$ cat src/rtl/cs_pkg.sv
package cs_pkg;

  typedef enum logic [1:0] {
    PH_IDLE = 2'd0,
    PH_ADDR = 2'd1,
    PH_DATA = 2'd2,
    PH_END  = 2'd3
  } phase_t;

  typedef enum logic [2:0] {
    ST_IDLE,
    ST_ARB,
    ST_ADDR,
    ST_DATA,
    ST_END
  } state_t;

  // A request counts as new only on a low-to-high change of the sampled level.
  function automatic logic is_new_req(input logic cur, input logic prev);
    return cur & ~prev;
  endfunction

  // The bus is kept when a new request is pending or arrives at the sample point.
  function automatic logic keep_bus(input logic pending, input logic fresh);
    return pending | fresh;
  endfunction

  function automatic phase_t phase_of(input state_t st);
    case (st)
      ST_ADDR: return PH_ADDR;
      ST_DATA: return PH_DATA;
      ST_END:  return PH_END;
      default: return PH_IDLE;
    endcase
  endfunction

endpackage

$ cat src/rtl/cs_sampler.sv
module cs_sampler #(
  parameter int SYNC_STAGES = 1
) (
  input  logic clk_i,
  input  logic rst_ni,
  input  logic req_i,
  input  logic direct_i,
  output logic rise_o
);
  import cs_pkg::*;

  logic [SYNC_STAGES-1:0] chain_q;
  logic                   req_used;
  logic                   prev_q;
  logic                   armed_q;

  for (genvar g = 0; g < SYNC_STAGES; g++) begin : g_sync
    if (g == 0) begin : g_first
      always_ff @(posedge clk_i or negedge rst_ni) begin
        if (!rst_ni) chain_q[g] <= 1'b0;
        else         chain_q[g] <= req_i;
      end
    end else begin : g_next
      always_ff @(posedge clk_i or negedge rst_ni) begin
        if (!rst_ni) chain_q[g] <= 1'b0;
        else         chain_q[g] <= chain_q[g-1];
      end
    end
  end

  assign req_used = direct_i ? req_i : chain_q[SYNC_STAGES-1];

  always_ff @(posedge clk_i or negedge rst_ni) begin
    if (!rst_ni) begin
      prev_q  <= 1'b0;
      armed_q <= 1'b0;
    end else begin
      prev_q  <= req_used;
      armed_q <= 1'b1;
    end
  end

  assign rise_o = is_new_req(req_used, prev_q);


  sync_delay_chk: assert property (@(posedge clk_i) disable iff (!rst_ni)
    armed_q |-> (chain_q[0] == $past(req_i)));

endmodule

$ cat src/rtl/cs_pending.sv
module cs_pending (
  input  logic clk_i,
  input  logic rst_ni,
  input  logic rise_i,
  input  logic consume_i,
  output logic pend_o
);

  logic pend_q;

  always_ff @(posedge clk_i or negedge rst_ni) begin
    if (!rst_ni) pend_q <= 1'b0;
    else         pend_q <= rise_i | (pend_q & ~consume_i);
  end

  assign pend_o = pend_q;


  latch_new_chk: assert property (@(posedge clk_i) disable iff (!rst_ni)
    rise_i |=> pend_q);

endmodule

$ cat src/rtl/cs_seq.sv
module cs_seq (
  input  logic           clk_i,
  input  logic           rst_ni,
  input  logic           bus_grant_i,
  input  logic           cyc_end_i,
  input  logic           pend_i,
  input  logic           rise_i,
  output logic           consume_o,
  output logic           bus_req_o,
  output logic           per_ack_o,
  output cs_pkg::phase_t phase_o
);
  import cs_pkg::*;

  state_t state_q, state_d;
  logic   keep_q, keep_d;
  logic   sample_pt;
  logic   arb_wait;

  assign sample_pt = (state_q == ST_DATA) && cyc_end_i;
  assign arb_wait  = (state_q == ST_ARB) && !bus_grant_i;

  always_comb begin
    state_d = state_q;
    keep_d  = keep_q;
    case (state_q)
      ST_IDLE: if (pend_i || rise_i) state_d = ST_ARB;
      ST_ARB:  if (bus_grant_i) state_d = ST_ADDR;
      ST_ADDR: state_d = ST_DATA;
      ST_DATA: begin
        if (cyc_end_i) begin
          state_d = ST_END;
          keep_d  = keep_bus(pend_i, rise_i);
        end
      end
      ST_END:  state_d = keep_q ? ST_ADDR : ST_IDLE;
      default: state_d = ST_IDLE;
    endcase
  end

  always_ff @(posedge clk_i or negedge rst_ni) begin
    if (!rst_ni) begin
      state_q <= ST_IDLE;
      keep_q  <= 1'b0;
    end else begin
      state_q <= state_d;
      keep_q  <= keep_d;
    end
  end

  assign consume_o = ((state_q == ST_ARB) && bus_grant_i) ||
                     ((state_q == ST_END) && keep_q);
  assign bus_req_o = (state_q != ST_IDLE) && !((state_q == ST_END) && !keep_q);
  assign per_ack_o = (state_q == ST_ADDR) || (state_q == ST_DATA);
  assign phase_o   = phase_of(state_q);


  hold_req_chk: assert property (@(posedge clk_i) disable iff (!rst_ni)
    arb_wait |=> (bus_req_o && !per_ack_o));

  ack_gap_chk: assert property (@(posedge clk_i) disable iff (!rst_ni)
    sample_pt |=> !per_ack_o);

  ack_owned_chk: assert property (@(posedge clk_i) disable iff (!rst_ni)
    per_ack_o |-> bus_req_o);

  keep_bus_chk: assert property (@(posedge clk_i) disable iff (!rst_ni)
    (sample_pt && (pend_i || rise_i)) |=> bus_req_o);

  release_chk: assert property (@(posedge clk_i) disable iff (!rst_ni)
    (sample_pt && !pend_i && !rise_i) |=> !bus_req_o);

  quiet_idle_chk: assert property (@(posedge clk_i) disable iff (!rst_ni)
    ((state_q == ST_IDLE) && !pend_i && !rise_i) |=> !bus_req_o);

endmodule

$ cat src/rtl/cs_handshake.sv
module cs_handshake #(
  parameter int SYNC_STAGES = 1
) (
  input  logic       clk_i,
  input  logic       rst_ni,
  input  logic       per_req_i,
  input  logic       direct_mode_i,
  input  logic       bus_grant_i,
  input  logic       cyc_end_i,
  output logic       bus_req_o,
  output logic       per_ack_o,
  output logic [1:0] phase_o
);
  import cs_pkg::*;

  logic   rise;
  logic   pend;
  logic   consume;
  phase_t phase;

  cs_sampler #(.SYNC_STAGES(SYNC_STAGES)) sampler_i (
    .clk_i    (clk_i),
    .rst_ni   (rst_ni),
    .req_i    (per_req_i),
    .direct_i (direct_mode_i),
    .rise_o   (rise)
  );

  cs_pending pending_i (
    .clk_i     (clk_i),
    .rst_ni    (rst_ni),
    .rise_i    (rise),
    .consume_i (consume),
    .pend_o    (pend)
  );

  cs_seq seq_i (
    .clk_i       (clk_i),
    .rst_ni      (rst_ni),
    .bus_grant_i (bus_grant_i),
    .cyc_end_i   (cyc_end_i),
    .pend_i      (pend),
    .rise_i      (rise),
    .consume_o   (consume),
    .bus_req_o   (bus_req_o),
    .per_ack_o   (per_ack_o),
    .phase_o     (phase)
  );

  assign phase_o = phase;

endmodule

$ cat config.mk
export PLATFORM = sky130hd
export DESIGN_NAME = cs_handshake
export DESIGN_NICKNAME = d
export VERILOG_FILES = /design/src/rtl/cs_pkg.sv /design/src/rtl/cs_sampler.sv /design/src/rtl/cs_pending.sv /design/src/rtl/cs_seq.sv /design/src/rtl/cs_handshake.sv
export SDC_FILE = /design/constraint.sdc
export NUM_CORES = 1
export LEC_CHECK = 0
export BUFFER_PORTS_ARGS = -buffer_cell sky130_fd_sc_hd__buf_2
export CAP_MARGIN = 30
export CORE_AREA = 2 2 39 41
export CTS_CLUSTER_DIAMETER = 40
export DETAILED_ROUTE_END_ITERATION = 16
export DIE_AREA = 0 0 41 43
export GPL_ROUTABILITY_DRIVEN = 0
export PLACE_DENSITY_LB_ADDON = 0.12
export SETUP_SLACK_MARGIN = 0.4
export SLEW_MARGIN = 20
export SYNTH_ARGS = -nofsm -noshare
export SYNTH_HDL_FRONTEND = slang
export SYNTH_HIERARCHICAL = 1
export SYNTH_SLANG_ARGS = --single-unit
$ cat constraint.sdc
create_clock -name clk_i -period 3.17 [get_ports clk_i]
set_input_delay 0.634 -clock clk_i [delete_from_list [all_inputs] [get_ports clk_i]]
set_output_delay 0.634 -clock clk_i [all_outputs]
set_load 0.01 [all_outputs]
==> results of run 1 <==
==> Yosys cell counts <==
master and n:
o21ai_0 1, buf_6 2, mux2i_1 1, a221oi_1 1, dfrtp_1 7, nand3b_1 2, or3b_2 1, nand2_1 3
nor2_1 3, nor2b_4 1, a21oi_1 1, or4_1 1, and2b_2 1, a21o_1 1, mux2_4 1, buf_4 1
xnor2_1 1, inv_1 2, nor4bb_1 1, nor3b_1 2, and4b_2 1, and4bb_2 1, mux2_2 1
==> state kept, by name, indices dropped and copies added, names as in the netlist <==
register and count:
sampler_i/chain_q 1, seq_i/keep_q 1, seq_i/state_q 3, pending_i/pend_o 1
sampler_i/prev_q 1
==> through the flow <==
stage               utilization (%)  total power [mW]  setup slack (ns)  hold slack (ns)  std cells
floorplan                         -             0.304              1.45            0.338         37
global placement               32.1             0.323              1.36            0.464         59
detailed placement             32.1             0.331              1.29            0.466         59
CTS                            34.0             0.414              1.02            0.201         63
global route                   34.0             0.440             0.955            0.205         63
finish                         34.0             0.405              1.04            0.206         63
==> critical path, stage by stage (launching register included) <==
cell     delay, ns
dfrtp_1       0.54
or3b_2        0.48
o21ai_0       0.08
buf_2         0.15
==> final cells by class <==
| type | count | area [um2] | share of cell area, % |
|---|---|---|---|
| tap | 16 | 20.0 | 4.26 |
| sequential | 7 | 175 | 37.2 |
| clock buffer | 4 | 26.3 | 5.59 |
| inverter | 2 | 7.51 | 1.60 |
| timing repair buffer | 9 | 45.0 | 9.57 |
| multi-input combinational | 25 | 196 | 41.8 |
==> routing by layer <==
| layer | vias up | part of all wire [%] |
|---|---|---|
| met4 | 0 | 2.4 |
| met1 | 142 | 44 |
| met3 | 2 | 4.4 |
| met2 | 9 | 49 |
| li1 | 150 | - |
| met5 | - | 0 |
==> kinds of logic (layout without fill, tap and decap cells) <==
| family | Yosys count | in the layout | synth area share, % |
|---|---|---|---|
| AO/OA/AOI/OAI | 4 | 4 | 6.42 |
| XOR/XNOR | 1 | 1 | 2.14 |
| buffers and inverters | 5 | 15 | 9.18 |
| flip-flops | 7 | 7 | 42.8 |
| multiplexers | 3 | 3 | 8.87 |
| AND/OR/NAND/NOR | 17 | 17 | 30.6 |
==> worst paths after layout <==
check	start	depth (start not counted)	slack, ns	endpoint
worst max-delay path	seq_i/state_q[2]	3	1.04	phase_o[1]
worst max register to register	seq_i/state_q[1]	2	1.76	seq_i/state_q[1]
max in group asynchronous	rst_ni	1	2.81	seq_i/state_q[2]
worst min register to register	pending_i/pend_o	1	0.47	pending_i/pend_o
min in group clk_i	pending_i/pend_o	1	0.47	pending_i/pend_o
worst min-delay path	rst_ni	1	0.21	sampler_i/prev_q
==> power breakdown <==
group          leakage [nW]  switching [mW]  internal [mW]  total (mW)
clock                0.0150          0.0313         0.0479      0.0792
sequential           0.0810          0.0534          0.119       0.172
combinational         0.120          0.0641         0.0895       0.154
total                 0.216           0.149          0.256       0.405
==> metrics.txt, run 1 <==
Placed Area 444 um2; status complete, no violations; post-CTS setup buffer count 0; max_cap viols 0; # port buffers 9; cells after synthesis 37; fill count 150; commonest non-fill, non-tap cell in the layout buf_2; Layout Skew 0.00414 ns; cts repair resizes 0; PD cells 860 mW/mm2; post-synth top area share 42.8%; Critical Path Fanout Max 13; leakage 0.216 nW; RSZ-0062 raised after global routing false; FMAX 0.468 GHz; Setup TNS 0 ns; Mapped Area 409 um2; number of global-route vias before repair 262; Max VDD drop 240 uV; CP Capture Type output port; global routing usage on met1 12.0%; cts hold-fix bufs 0; vias per cell 4.81; Die Wd 41 um; max_slew headroom 77.1%; Slew Viols, Final 0; sequential area share after synthesis 42.8%; share of layout cells above drive strength 1 40.4%; slew of the pin with the lowest slew margin 0.344 ns; Synth area leaders dfrtp_1 43%, buf_6 5.5%, mux2_4 3.7%; M2 GR Usage 14.7%; wire length per cell 11.4 um; Crit path arrival time 1.50 ns; final wirelength 721 um; worst path required time 2.54 ns; Worst Hold Class primary input to async pin; final net count 54; Tcrit/Tclk final 67.3%; Setup violations, final 0; number of synthesized register bits 7; largest net degree at the start of global routing 14; clock-pin slew on the worst setup and hold paths 0.05 ns; met3 GRT Util 3.14%; Clock Path Buffers 2; antenna violations before repair 0; Yosys top cell by area dfrtp_1; Rows 14; via count 303; post-route cell area 470 um2; Die Y 43 um; Root Driver clkbuf_4; Die ar. 0.00176 mm2; total gr overflow 0; Global Route Usage Sum 10.3%; Antenna Violating Nets Remaining 0; endpoints failing hold 0; TritonCTS clock tree built; DRT iter0 DRCs 1; Clock Latency Late Sink 0.25 ns; H-tree depth 1; syn_nets 43; Num CTS Buffers 3; DRC 0; min Tclk post-route 2.13 ns; first-pass GRT wire length 1150 um; Distinct cells, synth 23; kind of critical path register to output port; CORE AREA 0.00138 mm2; ANT cells 0; most frequent cells in the layout 9 x buf_2, 7 x dfrtp_1, 3 x clkbuf_4, 3 x nand2_1, 3 x nor2_1; Syn Area/Cell 11.1 um2; busiest grt layer met2; startpoint type of the worst setup path register; Clock Sink Count 7; initial core utilization 29.6%; Detailed Routing Iterations Pass 1 2; io pins 10; area delta synth->final 15.0%; Syn. warnings 6
Note: power is estimated with default switching activity, not from simulation.
==> run 2: changes to the inputs <==
==> constraint.sdc (replaced) <==
create_clock -name clk_i -period 1.9 [get_ports clk_i]
set_input_delay 0.38 -clock clk_i [delete_from_list [all_inputs] [get_ports clk_i]]
set_output_delay 0.38 -clock clk_i [all_outputs]
set_load 0.01 [all_outputs]
==> run 2 against run 1 <==
  * Total power up 90%
  * Cell area up 12%
  * Clock skew up 0.0022 ns
  * Die area unchanged
  * Critical endpoint unchanged
  * Sequential share of layout area down 3.5 points
  * Sequential power up 36%
  * Final cell count up 6.3%
  * Largest power group is now combinational cells
  * Global-route usage up 1.4 points
  * Clock power up 67%
  * Largest cell class unchanged
  * Non-clock buffer count up 4
  * Critical path depth unchanged
==> metrics.txt, run 2 (synthesis gave the netlist of run 1 again) <==
status complete, no violations; PD cells 1460 mW/mm2; commonest non-fill, non-tap cell in the layout buf_2; CP max-delay cell dfrtp_1; Setup TNS 0 ns; max_slew headroom 83.3%; antenna violations before repair 0; max_cap viols 0; startpoint type of the worst setup path register; Tcrit/Tclk final 84.2%; Die Wd 41 um; DRC 0; dpl hpwl 572 um; Clock Sink Count 7; max incr delay on CP 0.38 ns; RSZ-0062 raised after global routing true; Critical Path Fanout Max 2; CP Capture Type output port; Global Route Usage Sum 11.6%; P_int 489 uW; slew of the pin with the lowest slew margin 0.247 ns; largest net degree at the start of global routing 13; H-tree depth 1; final wirelength 783 um; Slew Viols, Final 0; Critical Path, Cell by Cell or3b_4, o21ai_1, buf_2; leakage 0.240 nW; initial core utilization 29.6%; wire length per cell 11.7 um; Antenna Violating Nets Remaining 0; Sequential Power Share 30.5%; Clock Path Buffers 2; pre-CTS setup slack 0.282 ns; min Tclk post-route 1.60 ns; share of layout cells above drive strength 1 51.0%; most frequent cells in the layout 9 x buf_2, 5 x dfrtp_1, 3 x clkbuf_4, 3 x nand2_1; total gr overflow 0; fill count 148; endpoints failing hold 0; Rows 14; Root Driver clkbuf_4; ANT cells 0; first-pass GRT wire length 1350 um; Die Y 43 um; Num CTS Buffers 3; number of global-route vias before repair 318; final total power 768 uW; Clock power frac 17.2%; area delta synth->final 28.7%; Setup violations, final 0; worst setup margin 0.299 ns; Clock Latency Late Sink 0.25 ns; switching pwr 279 uW; # port buffers 9; Crit path arrival time 1.22 ns; kind of critical path register to output port; Worst Hold Class primary input to register; worst path required time 1.52 ns; FMAX 0.625 GHz; clock-pin slew on the worst setup and hold paths 0.05 ns; Die ar. 0.00176 mm2; DRT iter0 DRCs 3; io pins 10; final net count 58; TritonCTS clock tree built; number of flip-flops in the largest register 3; Detailed Routing Iterations Pass 1 2; vias per cell 4.88; Max VDD drop 376 uV; largest register by flop count seq_i/state_q; CORE AREA 0.00138 mm2; combinational share of power 52.3%; via count 327; Layout Skew 0.00638 ns; sw frac 36.3%
-- run 2: layout make-up --
cell class / instances / area (um2) / share of cell area, %
sequential: 7 / 178 / 33.7
clock buffer: 4 / 26.3 / 4.99
tap: 16 / 20.0 / 3.80
timing repair buffer: 13 / 81.3 / 15.4
inverter: 2 / 7.51 / 1.43
multi-input combinational: 25 / 214 / 40.6
-- run 2: worst max-delay path: cells and delay by family, from the launching register on --
family	cells	cell delay, ns
simple gates	1	0.38
buf+inv	1	0.14
flops	1	0.38
compound gates	1	0.07
-- run 2: worst paths after layout --
kind	start	endpoint	slack, ns	cells past startpoint
max	seq_i/state_q[0]	phase_o[1]	0.30	3
min	per_req_i	sampler_i/chain_q	0.25	1
max reg2reg	seq_i/state_q[1]	seq_i/state_q[1]	0.53	3
min reg2reg	pending_i/pend_o	pending_i/pend_o	0.47	1
max in group asynchronous	rst_ni	seq_i/state_q[2]	1.23	2
min in group asynchronous	rst_ni	sampler_i/prev_q	0.49	2
-- run 2: per-stage QoR --
| stage | std cells | area (um2) | hold WS, ns | utilization, % |
|---|---|---|---|---|
| 6_report | 67 | 527 | 0.251 | 38.1 |
| 5_1_grt | 67 | 527 | 0.241 | 38.1 |
| 4_1_cts | 67 | 510 | 0.239 | 36.9 |
| 3_5_place_dp | 60 | 452 | 0.222 | 32.6 |
| 3_3_place_gp | 60 | 452 | 0.219 | 32.6 |
| 2_1_floorplan | 37 | 409 | 0.0844 | - |
-- run 2: what timing repair did --
action,CTS,global route
gates resized for setup,5,3
hold buffers,1,0
buffers inserted,2,0
pin swaps,0,0
endpoints found under the setup margin,4,4
hold endpoints to repair,7,0
-- run 2: power by group through the flow --
stage	Clock [mW]	Combinational, mW	Sequential, mW
finish	0.132	0.402	0.234
global placement	0	0.292	0.266
detailed placement	0	0.295	0.273
global route	0.147	0.446	0.240
floorplan	0	0.280	0.228
CTS	0.141	0.378	0.234
-- run 2: routing by layer --
metal	vias to the layer above	GRT usage (%)	part of all wire, %
li1	160	-	-
met1	160	15.5	44
met2	7	15.6	51
met3	0	4.71	4.5
met4	0	6.00	0
met5	-	0	0
==> run 3: changes to the inputs <==
--- a/config.mk
+++ b/config.mk
@@ -5,6 +5,7 @@
 export SDC_FILE = /design/constraint.sdc
 export NUM_CORES = 1
 export LEC_CHECK = 0
+export ABC_AREA = 1
 export BUFFER_PORTS_ARGS = -buffer_cell sky130_fd_sc_hd__buf_2
 export CAP_MARGIN = 30
 export CORE_AREA = 2 2 39 41
==> constraint.sdc (replaced) <==
create_clock -name clk_i -period 1.3 [get_ports clk_i]
set_input_delay 0.26 -clock clk_i [delete_from_list [all_inputs] [get_ports clk_i]]
set_output_delay 0.26 -clock clk_i [all_outputs]
set_load 0.01 [all_outputs]
==> run 3 against run 2 <==
  * The flow now finishes with violations (negative setup slack)
  * Via count rose by 20%
  * Die area is the same
  * Area after synthesis shrank 6.4%
  * Hold slack worse by 0.12 ns
  * Largest cell class unchanged
  * Highest routed layer is now met4
  * Total power increased by 86%
==> metrics.txt, run 3 <==
largest net degree at the start of global routing 8; Root Driver clkbuf_4; Antenna Violating Nets Remaining 0; RSZ-0062 raised after global routing true; violations in the final reports negative setup slack; worst setup margin -0.0605 ns; TritonCTS clock tree built; io pins 10; combinational share of power 56.8%; switching pwr 576 uW; dpl hpwl 601 um; via count 394; Detailed Routing Iterations Pass 1 4; endpoints failing hold 0; Rows 14; first-pass GRT wire length 1380 um; Core Util, Final 43.3%; ANT cells 0; fill count 150; min Tclk post-route 1.36 ns; commonest non-fill, non-tap cell in the layout nand2_1; Die ar. 0.00176 mm2; DRC 0; Top FF cell, synth dfrtp_1; Syn. warnings 6; most frequent cells in the layout 13 x nand2_1, 9 x inv_1, 8 x buf_2; WHS Path Cells 1; Synth area leaders dfrtp_1 46%, nand2_1 14%, inv_1 9.8%; Mapped Area 383 um2; Max VDD drop 663 uV; Die Y 43 um; worst path required time 1.04 ns; P_int 852 uW; Num CTS Buffers 3; CP Capture Type output port; DRT iter0 DRCs 3; DP Cell Count 78; Clock Path Buffers 2; largest register by flop count seq_i/state_q; PD cells 2380 mW/mm2; Die Wd 41 um; final net count 82; Critical Path Fanout Max 5; Tcrit/Tclk final 105%; Worst Hold Class primary input to register; sw frac 40.3%; total gr overflow 0; Clock Sink Count 7; share of layout cells above drive strength 1 48.0%; number of flip-flops in the largest register 3; area delta synth->final 56.5%; status complete, but fails checks; leakage 0.313 nW; vias per cell 4.33; # port buffers 9; Sequential Power Share 29.5%; H-tree depth 1; post-synth top area share 45.8%; Syn Area/Cell 7.22 um2; CORE AREA 0.00138 mm2; Clock power frac 13.6%; Post-synth EDFFs 0; Post-synth ARST share 100%; number of synthesized register bits 7; Global Route Usage Sum 12.2%; cells after synthesis 53; clock-pin slew on the worst setup and hold paths 0.05 ns; syn_nets 59; slew of the pin with the lowest slew margin 0.209 ns; Distinct cells, synth 13; max_cap viols 0; wire length per cell 9.84 um; Layout Skew 0.00174 ns; FF-to-FF path depth 7; Setup violations, final 3; Placed Area 457 um2; FMAX 0.735 GHz; max_slew headroom 86.1%; cell with the most instances after synthesis nand2_1; kind of critical path register to output port; antenna violations before repair 0; initial core utilization 27.7%; Crit path arrival time 1.10 ns; Clock Latency Late Sink 0.25 ns; Non-Filler Instances 91; Yosys top cell by area dfrtp_1; sequential area share after synthesis 45.8%; final wirelength 895 um; startpoint type of the worst setup path register; Synth top cells by count 14 x nand2_1, 10 x inv_1, 7 x dfrtp_1; number of global-route vias before repair 354; Slew Viols, Final 0; final hold slack 0.134 ns; post-route cell area 599 um2
-- run 3: cell count changes after synthesis, sizes merged, moves of 2 or more --
cell    delta
nand2     +13
inv        +9
nor2       +5
nand3      +4
buf        -3
o21ai      +3
mux2       -2
nand3b     -2
nand4      +2
nor3b      -2
-- run 3: cells by family (layout without fill, tap and decap cells) --
group	Yosys count	count (layout)	share of synthesized area [%]
compound gates	4	4	5.23
buf+inv	11	33	10.8
flops	7	7	45.8
simple gates	31	31	38.2
-- run 3: worst paths after layout --
check	start	to	slack, ns
worst max-delay path	seq_i/state_q[0]	phase_o[1]	-0.06
worst min-delay path	per_req_i	sampler_i/chain_q	0.13
worst max register to register	seq_i/state_q[2]	seq_i/keep_q	0.07
worst min register to register	sampler_i/prev_q	pending_i/pend_o	0.51
max in group asynchronous	rst_ni	seq_i/state_q[1]	0.76
min in group asynchronous	rst_ni	pending_i/pend_o	0.37
-- run 3: per-layer routing --
metal  up-vias  track usage (%)  wire, um
met2         8             18.1       488
met5         -                0         0
li1        207                -         -
met1       177             13.6       353
met4         0             12.0        13
met3         2             1.57        39
-- run 3: metrics by stage --
stage | TNS, ns | worst slack [ns] | total power, mW
floorplan | 0 | 0.274 | 0.748
global placement | 0 | 0.142 | 0.902
detailed placement | 0 | 0.131 | 0.899
CTS | -0.166 | -0.0585 | 1.24
global route | -0.335 | -0.113 | 1.56
finish | -0.138 | -0.0605 | 1.43
-- run 3: critical path: stages, from the launching register on --
cell     delay [ns]
dfrtp_2        0.46
buf_4          0.16
nand2_2        0.06
nand2_1        0.05
buf_2          0.13
-- run 3: power by group through the flow --
stage                     Clock, mW  Combinational (mW)  Sequential (mW)
after floorplan                   0               0.372            0.376
after global placement            0               0.507            0.395
after detailed placement          0               0.507            0.392
after CTS                     0.208               0.622            0.406
after global routing          0.221               0.903            0.441
final                         0.194               0.812            0.422
-- run 3: timing repair --
action,in CTS,in global routing
resized for setup,5,10
buffers inserted,4,4
setup endpoints to repair,8,9
hold buffers,1,0
pin swaps,5,8
hold endpoints to repair,7,0
-- run 3: final cells by class --
class	count	area (um2)	area share (%)
Clock buffer	4	26.3	4.38
Tap cell	16	20.0	3.34
Multi-Input combinational cell	35	200	33.4
Timing Repair Buffer	18	133	22.1
Inverter	11	41.3	6.89
Sequential cell	7	179	29.9
